### config.mk
export PLATFORM = sky130hd
export DESIGN_NAME = sdr_rd_datapath
export DESIGN_NICKNAME = d
export VERILOG_FILES = /design/src/rtl/sdr_rdp_pkg.sv /design/src/rtl/sdr_lat_pipe.sv /design/src/rtl/sdr_rd_burst.sv /design/src/rtl/sdr_wr_beat.sv /design/src/rtl/sdr_autopre.sv /design/src/rtl/sdr_rd_datapath.sv
export SDC_FILE = /design/constraint.sdc
export NUM_CORES = 1
export LEC_CHECK = 0
export CAP_MARGIN = 5
export CORE_MARGIN = 8
export CORE_UTILIZATION = 44
export CTS_CLUSTER_DIAMETER = 30
export CTS_CLUSTER_SIZE = 14
export DETAILED_ROUTE_END_ITERATION = 10
export MAX_ROUTING_LAYER = met4
export PLACE_DENSITY = 0.68
export SYNTH_ARGS = -nofsm -noshare
export SYNTH_HDL_FRONTEND = slang
export SYNTH_HIERARCHICAL = 1
export SYNTH_SLANG_ARGS = --single-unit
### constraint.sdc
create_clock -name clk -period 4.81 [get_ports clk]
set_clock_uncertainty 0.1 [all_clocks]
set_input_delay 1.2025 -clock clk [delete_from_list [all_inputs] [get_ports clk]]
set_output_delay 1.2025 -clock clk [all_outputs]
set_load 0.02 [all_outputs]
### src/rtl/sdr_rdp_pkg.sv
package sdr_rdp_pkg;

  typedef enum logic [2:0] {
    OP_NOP   = 3'd0,
    OP_READ  = 3'd1,
    OP_WRITE = 3'd2,
    OP_BTERM = 3'd3,
    OP_PRE   = 3'd4
  } op_e;

  typedef enum logic [1:0] {
    PK_NONE = 2'd0,
    PK_READ = 2'd1,
    PK_STOP = 2'd2
  } pk_e;

  // column of burst word k; lb = log2 of the burst length
  function automatic logic [15:0] burst_addr(input logic [15:0] base, input logic [15:0] k,
                                             input int lb, input logic ilv);
    logic [15:0] m;
    logic [15:0] low;
    m   = (16'd1 << lb) - 16'd1;
    low = ilv ? (base ^ k) : (base + k);
    return (base & ~m) | (low & m);
  endfunction

  // stand-in data source: one byte per lane derived from the column
  function automatic logic [7:0] lane_byte(input logic [15:0] idx, input int b);
    return idx[7:0] ^ 8'(b << 4);
  endfunction

endpackage

### src/rtl/sdr_lat_pipe.sv
module sdr_lat_pipe
  import sdr_rdp_pkg::*;
#(
  parameter int CL    = 3,
  parameter int COLW  = 9,
  parameter int BYTES = 2
) (
  input  logic             clk,
  input  logic             rst_n,
  input  logic             en,
  input  logic             flush,
  input  pk_e              kind_in,
  input  logic [COLW-1:0]  col_in,
  input  logic [BYTES-1:0] dqm_in,
  output pk_e              kind_out,
  output logic [COLW-1:0]  col_out,
  output logic [BYTES-1:0] mask_out
);
  localparam int RD_MASK_LAT = 2;
  localparam int MSTG        = RD_MASK_LAT + 1;

  for (genvar s = 0; s < CL; s++) begin : g_stage
    pk_e             k_q, k_d, k_src;
    logic [COLW-1:0] c_q, c_d, c_src;

    if (s == 0) begin : g_head
      assign k_src = kind_in;
      assign c_src = col_in;
    end else begin : g_link
      assign k_src = g_stage[s-1].k_q;
      assign c_src = g_stage[s-1].c_q;
    end

    always_comb begin
      k_d = k_q;
      c_d = c_q;
      if (en) begin
        k_d = flush ? PK_NONE : k_src;
        c_d = c_src;
      end
    end

    always_ff @(posedge clk or negedge rst_n) begin
      if (!rst_n) begin
        k_q <= PK_NONE;
        c_q <= '0;
      end else begin
        k_q <= k_d;
        c_q <= c_d;
      end
    end
  end

  assign kind_out = g_stage[CL-1].k_q;
  assign col_out  = g_stage[CL-1].c_q;

  logic [BYTES-1:0] m_q [MSTG];
  logic [BYTES-1:0] m_d [MSTG];

  always_comb begin
    for (int i = 0; i < MSTG; i++) m_d[i] = m_q[i];
    if (en) begin
      m_d[0] = dqm_in;
      for (int i = 1; i < MSTG; i++) m_d[i] = m_q[i-1];
    end
  end

  always_ff @(posedge clk or negedge rst_n) begin
    if (!rst_n) begin
      for (int i = 0; i < MSTG; i++) m_q[i] <= '0;
    end else begin
      for (int i = 0; i < MSTG; i++) m_q[i] <= m_d[i];
    end
  end

  assign mask_out = m_q[MSTG-1];

endmodule

### src/rtl/sdr_rd_burst.sv
module sdr_rd_burst
  import sdr_rdp_pkg::*;
#(
  parameter int COLW  = 9,
  parameter int BL    = 4,
  parameter int BYTES = 2
) (
  input  logic             clk,
  input  logic             rst_n,
  input  logic             en,
  input  logic             flush,
  input  logic             ilv,
  input  pk_e              kind_in,
  input  logic [COLW-1:0]  col_in,
  input  logic [BYTES-1:0] mask_in,
  output logic [BYTES-1:0] oe,
  output logic [COLW-1:0]  col_out
);
  localparam int LB = $clog2(BL);
  localparam int CW = (BL > 1) ? $clog2(BL) : 1;

  logic            act_q, act_d;
  logic [COLW-1:0] base_q, base_d;
  logic [CW-1:0]   cnt_q, cnt_d;

  always_comb begin
    act_d  = act_q;
    base_d = base_q;
    cnt_d  = cnt_q;
    if (en) begin
      if (flush) begin
        act_d = 1'b0;
      end else if (kind_in == PK_READ) begin
        act_d  = 1'b1;
        base_d = col_in;
        cnt_d  = '0;
      end else if (kind_in == PK_STOP) begin
        act_d = 1'b0;
      end else if (act_q) begin
        if (cnt_q == CW'(BL - 1)) act_d = 1'b0;
        else                      cnt_d = cnt_q + 1'b1;
      end
    end
  end

  always_ff @(posedge clk or negedge rst_n) begin
    if (!rst_n) begin
      act_q  <= 1'b0;
      base_q <= '0;
      cnt_q  <= '0;
    end else begin
      act_q  <= act_d;
      base_q <= base_d;
      cnt_q  <= cnt_d;
    end
  end

  assign col_out = COLW'(burst_addr(16'(base_q), 16'(cnt_q), LB, ilv));
  assign oe      = act_q ? ~mask_in : '0;


  rd_load_chk: assert property (@(posedge clk) disable iff (!rst_n)
    en && !flush && kind_in == PK_READ |=> act_q && cnt_q == '0);

  rd_stop_chk: assert property (@(posedge clk) disable iff (!rst_n)
    en && !flush && kind_in == PK_STOP |=> !act_q);

  rd_flush_chk: assert property (@(posedge clk) disable iff (!rst_n)
    en && flush |=> !act_q);

  rd_freeze_chk: assert property (@(posedge clk) disable iff (!rst_n)
    !en |=> $stable(act_q) && $stable(cnt_q) && $stable(base_q));

endmodule

### src/rtl/sdr_wr_beat.sv
module sdr_wr_beat
  import sdr_rdp_pkg::*;
#(
  parameter int COLW  = 9,
  parameter int BL    = 4,
  parameter int BYTES = 2
) (
  input  logic             clk,
  input  logic             rst_n,
  input  logic             en,
  input  logic             is_wr,
  input  logic             is_rd,
  input  logic             is_bt,
  input  logic             ilv,
  input  logic [COLW-1:0]  col_in,
  input  logic [BYTES-1:0] dqm,
  output logic [BYTES-1:0] strb,
  output logic [COLW-1:0]  wcol
);
  localparam int LB = $clog2(BL);
  localparam int CW = (BL > 1) ? $clog2(BL) : 1;

  logic            wact_q, wact_d;
  logic [COLW-1:0] wbase_q, wbase_d;
  logic [CW-1:0]   wcnt_q, wcnt_d;
  logic            cont;

  assign cont = en & wact_q & ~is_rd & ~is_bt;
  assign strb = (is_wr | cont) ? ~dqm : '0;
  assign wcol = is_wr ? col_in : COLW'(burst_addr(16'(wbase_q), 16'(wcnt_q), LB, ilv));

  always_comb begin
    wact_d  = wact_q;
    wbase_d = wbase_q;
    wcnt_d  = wcnt_q;
    if (en) begin
      if (is_wr) begin
        wact_d  = (BL > 1);
        wbase_d = col_in;
        wcnt_d  = CW'(1);
      end else if (is_rd || is_bt) begin
        wact_d = 1'b0;
      end else if (wact_q) begin
        if (wcnt_q == CW'(BL - 1)) wact_d = 1'b0;
        else                       wcnt_d = wcnt_q + 1'b1;
      end
    end
  end

  always_ff @(posedge clk or negedge rst_n) begin
    if (!rst_n) begin
      wact_q  <= 1'b0;
      wbase_q <= '0;
      wcnt_q  <= '0;
    end else begin
      wact_q  <= wact_d;
      wbase_q <= wbase_d;
      wcnt_q  <= wcnt_d;
    end
  end


  wr_stop_chk: assert property (@(posedge clk) disable iff (!rst_n)
    (is_rd || is_bt) |=> !wact_q);

  wr_freeze_chk: assert property (@(posedge clk) disable iff (!rst_n)
    !en |=> $stable(wact_q) && $stable(wcnt_q));

endmodule

### src/rtl/sdr_autopre.sv
module sdr_autopre #(
  parameter int BANKW = 2,
  parameter int BL    = 4
) (
  input  logic             clk,
  input  logic             rst_n,
  input  logic             en,
  input  logic             is_rd,
  input  logic             is_wr,
  input  logic             is_bt,
  input  logic             is_pre,
  input  logic             a10,
  input  logic [BANKW-1:0] bank,
  output logic             ap_go,
  output logic [BANKW-1:0] ap_bank
);
  localparam int CW = (BL > 1) ? $clog2(BL) : 1;

  logic             pend_q, pend_d;
  logic [BANKW-1:0] pb_q, pb_d;
  logic [CW-1:0]    cnt_q, cnt_d;
  logic             fire;
  logic [BANKW-1:0] apb_d;

  assign fire = en & pend_q & ((cnt_q == '0) | is_rd | is_wr | is_bt |
                               (is_pre & (a10 | (bank == pb_q))));

  always_comb begin
    pend_d = pend_q;
    pb_d   = pb_q;
    cnt_d  = cnt_q;
    apb_d  = fire ? pb_q : ap_bank;
    if (en) begin
      if (fire)        pend_d = 1'b0;
      else if (pend_q) cnt_d  = cnt_q - 1'b1;
      if (is_rd && a10) begin
        pend_d = 1'b1;
        pb_d   = bank;
        cnt_d  = CW'(BL - 1);
      end
    end
  end

  always_ff @(posedge clk or negedge rst_n) begin
    if (!rst_n) begin
      pend_q  <= 1'b0;
      pb_q    <= '0;
      cnt_q   <= '0;
      ap_go   <= 1'b0;
      ap_bank <= '0;
    end else begin
      pend_q  <= pend_d;
      pb_q    <= pb_d;
      cnt_q   <= cnt_d;
      ap_go   <= fire;
      ap_bank <= apb_d;
    end
  end


  ap_pulse_chk: assert property (@(posedge clk) disable iff (!rst_n)
    ap_go |-> $past(pend_q));

endmodule

### src/rtl/sdr_rd_datapath.sv
module sdr_rd_datapath
  import sdr_rdp_pkg::*;
#(
  parameter int BYTES = 2,
  parameter int COLW  = 9,
  parameter int BANKW = 2,
  parameter int CL    = 3,
  parameter int BL    = 4
) (
  input  logic               clk,
  input  logic               rst_n,
  input  logic               cke,
  input  logic               cs_n,
  input  logic [2:0]         op,
  input  logic [BANKW-1:0]   bank,
  input  logic [COLW-1:0]    col,
  input  logic               a10,
  input  logic [BYTES-1:0]   dqm,
  input  logic               order_ilv,
  output logic [BYTES-1:0]   dq_oe,
  output logic [8*BYTES-1:0] dq_out,
  output logic [COLW-1:0]    rd_col,
  output logic [BYTES-1:0]   wr_strb,
  output logic [COLW-1:0]    wr_col,
  output logic               ap_go,
  output logic [BANKW-1:0]   ap_bank
);
  logic             cke_q;
  logic             en, live;
  logic             is_rd, is_wr, is_bt, is_pre, is_stop;
  logic [BANKW-1:0] rbank_q, rbank_d;
  pk_e              entry, pipe_kind;
  logic [COLW-1:0]  pipe_col;
  logic [BYTES-1:0] pipe_mask;

  always_ff @(posedge clk or negedge rst_n) begin
    if (!rst_n) cke_q <= 1'b1;
    else        cke_q <= cke;
  end

  assign en      = cke_q;
  assign live    = en & ~cs_n;
  assign is_rd   = live & (op == OP_READ);
  assign is_wr   = live & (op == OP_WRITE);
  assign is_bt   = live & (op == OP_BTERM);
  assign is_pre  = live & (op == OP_PRE);
  assign is_stop = is_bt | (is_pre & (a10 | (bank == rbank_q)));
  assign entry   = is_rd ? PK_READ : (is_stop ? PK_STOP : PK_NONE);
  assign rbank_d = is_rd ? bank : rbank_q;

  always_ff @(posedge clk or negedge rst_n) begin
    if (!rst_n) rbank_q <= '0;
    else        rbank_q <= rbank_d;
  end

  sdr_lat_pipe #(.CL(CL), .COLW(COLW), .BYTES(BYTES)) u_pipe (
    .clk(clk), .rst_n(rst_n), .en(en), .flush(is_wr),
    .kind_in(entry), .col_in(col), .dqm_in(dqm),
    .kind_out(pipe_kind), .col_out(pipe_col), .mask_out(pipe_mask)
  );

  sdr_rd_burst #(.COLW(COLW), .BL(BL), .BYTES(BYTES)) u_burst (
    .clk(clk), .rst_n(rst_n), .en(en), .flush(is_wr), .ilv(order_ilv),
    .kind_in(pipe_kind), .col_in(pipe_col), .mask_in(pipe_mask),
    .oe(dq_oe), .col_out(rd_col)
  );

  sdr_wr_beat #(.COLW(COLW), .BL(BL), .BYTES(BYTES)) u_wr (
    .clk(clk), .rst_n(rst_n), .en(en), .is_wr(is_wr), .is_rd(is_rd),
    .is_bt(is_bt), .ilv(order_ilv), .col_in(col), .dqm(dqm),
    .strb(wr_strb), .wcol(wr_col)
  );

  sdr_autopre #(.BANKW(BANKW), .BL(BL)) u_ap (
    .clk(clk), .rst_n(rst_n), .en(en), .is_rd(is_rd), .is_wr(is_wr),
    .is_bt(is_bt), .is_pre(is_pre), .a10(a10), .bank(bank),
    .ap_go(ap_go), .ap_bank(ap_bank)
  );

  for (genvar b = 0; b < BYTES; b++) begin : g_lane
    assign dq_out[8*b +: 8] = dq_oe[b] ? lane_byte(16'(rd_col), b) : 8'h00;
  end

endmodule

### Word-level counts from Yosys, hierarchy flattened

Cells that the tools add are included.

| storage, ports and cells | value |
|---|---|
| output and inout port bits | 41 |
| input bits | 22 |
| register bits | 74 |
| logic and storage cells | 121 |

| operators by class | value |
|---|---|
| add/sub/neg operators | 5 |
| bitwise operators | 31 |
| multiplexer cells | 34 |
| equality and inequality tests | 15 |
| reduce and logical (&&, ||, !) cells | 14 |

Operators with widths:

| operator | count |
|---|---|
| $mux 2 | 20 |
| $or 9x2->9 | 2 |
| $mux 8 | 2 |
| $and 1x1->1 | 12 |
| $mux 1 | 11 |
| $mux 9 | 1 |
| $ne 2x1->1 const B | 4 |
| $or 1x1->1 | 8 |
| $reduce_bool 2->1 | 4 |
| $eq 2x2->1 const B | 3 |
| $eq 3x2->1 const B | 2 |
| $reduce_and 2->1 | 3 |
| $reduce_and 3->1 | 2 |
| $not 1->1 | 5 |
| $reduce_and 5->1 | 1 |
| $add 2x1->2 const B | 2 |
| $add 2x2->2 | 2 |
| $eq 2x2->1 | 2 |
| $not 2->2 | 2 |
| $reduce_and 4->1 | 1 |
| $xor 2x2->2 | 2 |
| $eq 3x1->1 const B | 1 |
| $eq 3x3->1 const B | 1 |
| $eq 2x1->1 const B | 1 |
| other kinds (5) | 5 |

### Logic depth before layout (Yosys ltp)

| logic depth | value |
|---|---|
| depth in word-level cells | 10 |
| mapped depth | 7 |
| depth with buffers taken out | 7 |

### By module

Netlist, hierarchy kept.

Modules (own cells, without submodules):

| module | times used | sequential area each (sq um) | cells an instance | area an instance (sq um) |
|---|---|---|---|---|
| sdr_lat_pipe | 1 | 975.9 | 97 | 1636.6 |
| sdr_wr_beat | 1 | 300.3 | 51 | 649.4 |
| sdr_rd_burst | 1 | 300.3 | 51 | 635.6 |
| sdr_autopre | 1 | 200.2 | 38 | 447.9 |
| sdr_rd_datapath | 1 | 76.3 | 36 | 316.6 |

### Worst setup path after synthesis

OpenSTA, ideal clock, no wires.

| timing | value |
|---|---|
| path type | in2out |
| from | input port cs_n |
| to | output port wr_col[0] |
| data arrival time | 2804 ps |
| stages on the path | 4 |
| data required time | 3508 ps |
| slack | 704 ps |
| buffers on the path | 1 |
| cell sequence | nand3b_1 nor3_1 buf_2 mux2_2 |

| on the way | value |
|---|---|
| longest elaborated chain between the ends | 4 |

Ends and longest elaborated chain:

| what | line | source |
|---|---|---|
| start: declaration | sdr_rd_datapath.sv:13 | `input logic cs_n,` |
| $not 1->1 | sdr_rd_datapath.sv:42 | `assign live = en & ~cs_n;` |
| $and 1x1->1 | sdr_rd_datapath.sv:42 |  |
| $and 1x1->1 | sdr_rd_datapath.sv:44 | `assign is_wr = live & (op == OP_WRITE);` |
| net is_wr | sdr_rd_datapath.sv:30 | `logic is_rd, is_wr, is_bt, is_pre, is_stop;` |
| $mux 9 | sdr_wr_beat.sv:30 | `assign wcol = is_wr ? col_in : COLW'(burst_addr(16'(wbase_q), 16'(wcnt_q), LB, ilv));` |
| end: declaration | sdr_rd_datapath.sv:24 | `output logic [COLW-1:0] wr_col,` |

The timed path passes the listed nets, and every way through them passes these cells.

### Worst setup path in the final report

| timing | value |
|---|---|
| from | input port op[2] |
| to | output port wr_strb[1] |

| on the way | value |
|---|---|
| longest elaborated chain between the ends | 7 |
| elaborated cells between the ends (all ways) | 12 |
| classes of those cells | eq/ne (3); mux (1); bitwise (8) |

Ends and longest elaborated chain:

| what | line | source |
|---|---|---|
| start: declaration | sdr_rd_datapath.sv:14 | `input logic [2:0] op,` |
| $eq 3x1->1 | sdr_rd_datapath.sv:43 | `assign is_rd = live & (op == OP_READ);` |
| $and 1x1->1 | sdr_rd_datapath.sv:43 |  |
| $not 1->1 | sdr_wr_beat.sv:28 | `assign cont = en & wact_q & ~is_rd & ~is_bt;` |
| $and 1x1->1 (2 in a row) | sdr_wr_beat.sv:28 |  |
| $or 1x1->1 * | sdr_wr_beat.sv:29 | `assign strb = (is_wr \| cont) ? ~dqm : '0;` |
| $mux 2 * | sdr_wr_beat.sv:29 |  |
| end: declaration | sdr_rd_datapath.sv:23 | `output logic [BYTES-1:0] wr_strb,` |

Every way passes the cells marked *; elsewhere a longest branch is shown, timed or not.

==> metrics.csv <==
stage;metric;value;unit
detailed_routing;Vias/cell;4.97;
sta;Setup Viol. Count Final;0;
layout;Final nets;363;
power;Comb power frac;38.2;%
power;static leakage;2.00;nW
layout;diodes inserted;0;
detailed_routing;DRC viols;0;
run_status;status;finished clean;
global_routing;vias in the first global route;2311;
detailed_routing;DR WL met2;2870;um
placement;Post-DP HPWL;4770;um
die;# IOs;63;
synthesis;asr flop ratio synth;100;%
placement;port buffer count;62;
cts;CTS Hold Buffers Added;0;
detailed_routing;First-pass DRT Iterations;6;
global_routing;first-pass GRT wire length;11600;um
cts;# Post-CTS Setup Buffers;0;
synthesis;post-synthesis cell count;273;
hold_path;Hold Crit Class;flop to flop;
power;Net Switching;0.000736;W
die;Starting Density;45.1;%
die;row count;33;
cts;Clock transition at path regs;0.08;ns
layout;Util after Layout;55.6;%
power;Internal;0.00147;W
worst_setup_path;startpoint types;primary input;
synthesis;Ys Warns;6;
layout;most frequent cells in the layout;73 x dfrtp_1, 61 x clkdlybuf4s50_1, 33 x mux2_2;
power;PwrDens;486;mW/mm^2
cts;CTS root buf;clkbuf_8;
die;Die W;108;um
sta;Tcrit/Tclk final;96.2;%
layout;most common cell after layout, fill and taps aside;dfrtp_1;
synthesis;library cells used by synthesis;48;
power;Sequential Power Share;39.1;%
global_routing;largest net degree at the start of global routing;75;
layout;share of layout cells above drive strength 1;29.0;%
detailed_routing;Top Metal Used;met4;
global_routing;global route overflow;0;
worst_setup_path;CP Class;primary input to output port;
power;Pwr Total;0.00221;W
detailed_routing;Routed WL;6750;um
sta;relative slew slack;37.1;%
detailed_routing;Avg WL per Cell;15.1;um
detailed_routing;initial DRC count;99;
die;Chip Height;108;um
worst_setup_path;Worst Path Arrival;3.32;ns
sta;f_max;216;MHz
sta;RSZ-0062 raised after global routing;false;
layout;Area Overhead vs Synth;23.4;%
global_routing;All-Layer GR Usage;12.9;%
synthesis;Yosys top cell area share;49.6;%
synthesis;area leader, netlist;dfrtp_1;
die;CORE AREA;0.00818;mm^2
cts;TritonCTS buffer count;9;
flow_run;total of max-cap violations;0;
synthesis;post-synthesis area per instance;13.5;um^2
power;switching power as a share of total power;33.3;%
global_routing;initial antenna violation count;0;
synthesis;EDFF count, synth;0;
power;peak supply drop;0.256;mV
synthesis;Mapped Nets;300;
worst_setup_path;WP data required;3.51;ns
detailed_routing;vias post-DR;2218;
die;DIE AREA;0.0116;mm^2
cts;post-CTS resize count;0;
sta;Period minus WS final;4.63;ns
sta;total negative slack;0;ns
sta;worst slew pin tran;0.930;ns
power;Clk pwr share;22.7;%
worst_setup_path;Critical Path End Type;output port;
cts;H-tree depth;3;
sta;Hold Vio Cnt, Final;0;
sta;Slew Limit Fails;0;
cts;Skew-Pair Late Insertion Delay;0.35;ns
synthesis;Seq/Total Area, Yosys;50.3;%
synthesis;Seq cells post-synth;74;
cts;CTS Sinks;74;
cts;CTS tree;yes;
synthesis;post-synthesis cell area;0.00369;mm^2
synthesis;top cells by area, synth;dfrtp_1 50%, mux2_4 13%, mux2_2 10%, and2_1 2.5%, buf_4 1.8%;
detailed_routing;Final ANT Viol Nets;0;
detailed_routing;met1 wire length;3490;um
detailed_routing;Met3 Routed Length;327;um
cts;clock buffer depth;2;
worst_setup_path;CP Max Fanout;5;
placement;Routability Congestion;0.749;
sta;smallest hold slack;0.410;ns
synthesis;Main synth FF type;dfrtp_1;
layout make-up:
cell class / instances / area (um^2)
Fill cell: 700 / 3630
Sequential cell: 74 / 1850
Multi-Input combinational cell: 170 / 1650
Timing Repair Buffer: 67 / 656
Tap cell: 105 / 131
Clock buffer: 9 / 124
Clock inverter: 7 / 83.8
Inverter: 14 / 52.6
kinds of logic after synthesis:
kind of cell	after synthesis	synth area share (%)
flops	74	50.3
mux	65	23.1
simple gates	65	12.0
buf+inv	29	5.33
compound gates	25	5.09
xor+xnor	8	1.90
fa+ha+maj	7	2.27
power groups by stage:
stage / sequential, W / combinational (W) / clock (W)
final: 0.000865 / 0.000845 / 0.000501
after global routing: 0.000886 / 0.000925 / 0.000549
after CTS: 0.000866 / 0.000858 / 0.000518
after detailed placement: 0.000878 / 0.000856 / 0
after global placement: 0.000873 / 0.000837 / 0
after floorplan: 0.000853 / 0.000580 / 0
worst paths after layout:
check	start	endpoint	slack, ns	depth (start not counted)
max	op[2]	wr_strb[1]	0.18	8
min	u_wr/wbase_q[4]	u_wr/wbase_q[4]	0.41	1
max reg2reg	cke_q	u_burst/base_q[8]	2.17	4
min reg2reg	u_wr/wbase_q[4]	u_wr/wbase_q[4]	0.41	1
max in group asynchronous	rst_n	u_burst/base_q[0]	3.13	1
min in group asynchronous	rst_n	u_wr/wbase_q[6]	0.89	1
cells in the mapped netlist, types with 3 or more instances:
cell type / number
nor4b_1: 3
o21ai_0: 9
nor2_1: 11
mux2_4: 32
inv_1: 14
mux2_2: 33
ha_1: 5
a211oi_1: 3
and2_1: 15
nand3b_1: 8
nor3_1: 4
xnor2_1: 7
nand2b_1: 3
buf_4: 9
dfrtp_1: 73
nor2b_1: 4
per-layer routing:
| layer | vias up | GRT usage [%] |
|---|---|---|
| li1 | 1085 | - |
| met1 | 1081 | 17.8 |
| met2 | 45 | 17.3 |
| met3 | 7 | 4.55 |
| met4 | 0 | 3.87 |
| met5 | - | - |
state kept, by name, indices dropped and copies added, names as in the netlist:
signal	cells
u_ap/pb_q	2
u_pipe/kind_out	2
u_pipe/m_q	4
u_wr/wact_q	1
cke_q	1
u_pipe/g_stage.k_q	4
u_burst/cnt_q	2
u_pipe/g_stage.c_q	18
u_wr/wbase_q	9
u_burst/act_q	1
u_ap/cnt_q	2
u_pipe/mask_out	2
u_wr/wcnt_q	2
rbank_q	2
u_burst/base_q	9
u_ap/pend_q	1
u_pipe/col_out	9
u_ap/ap_go	1
u_ap/ap_bank	2
per-stage QoR:
stage | setup WS, ns | std cells | area [um^2]
global placement | 0.201 | 430 | 4330
floorplan | 0.704 | 273 | 3690
detailed placement | 0.144 | 430 | 4330
finish | 0.184 | 446 | 4550
CTS | 0.144 | 446 | 4540
global route | 0.0322 | 446 | 4550
worst max-delay path, stage by stage:
cell and delay [ns]:
clkdlybuf4s50_1 0.50, nand2b_1 0.21, or3_4 0.36, inv_1 0.08
nor2_1 0.05, a31oi_1 0.28, nor2_1 0.10, clkdlybuf4s50_1 0.55
(Power assumes the default switching activity.)
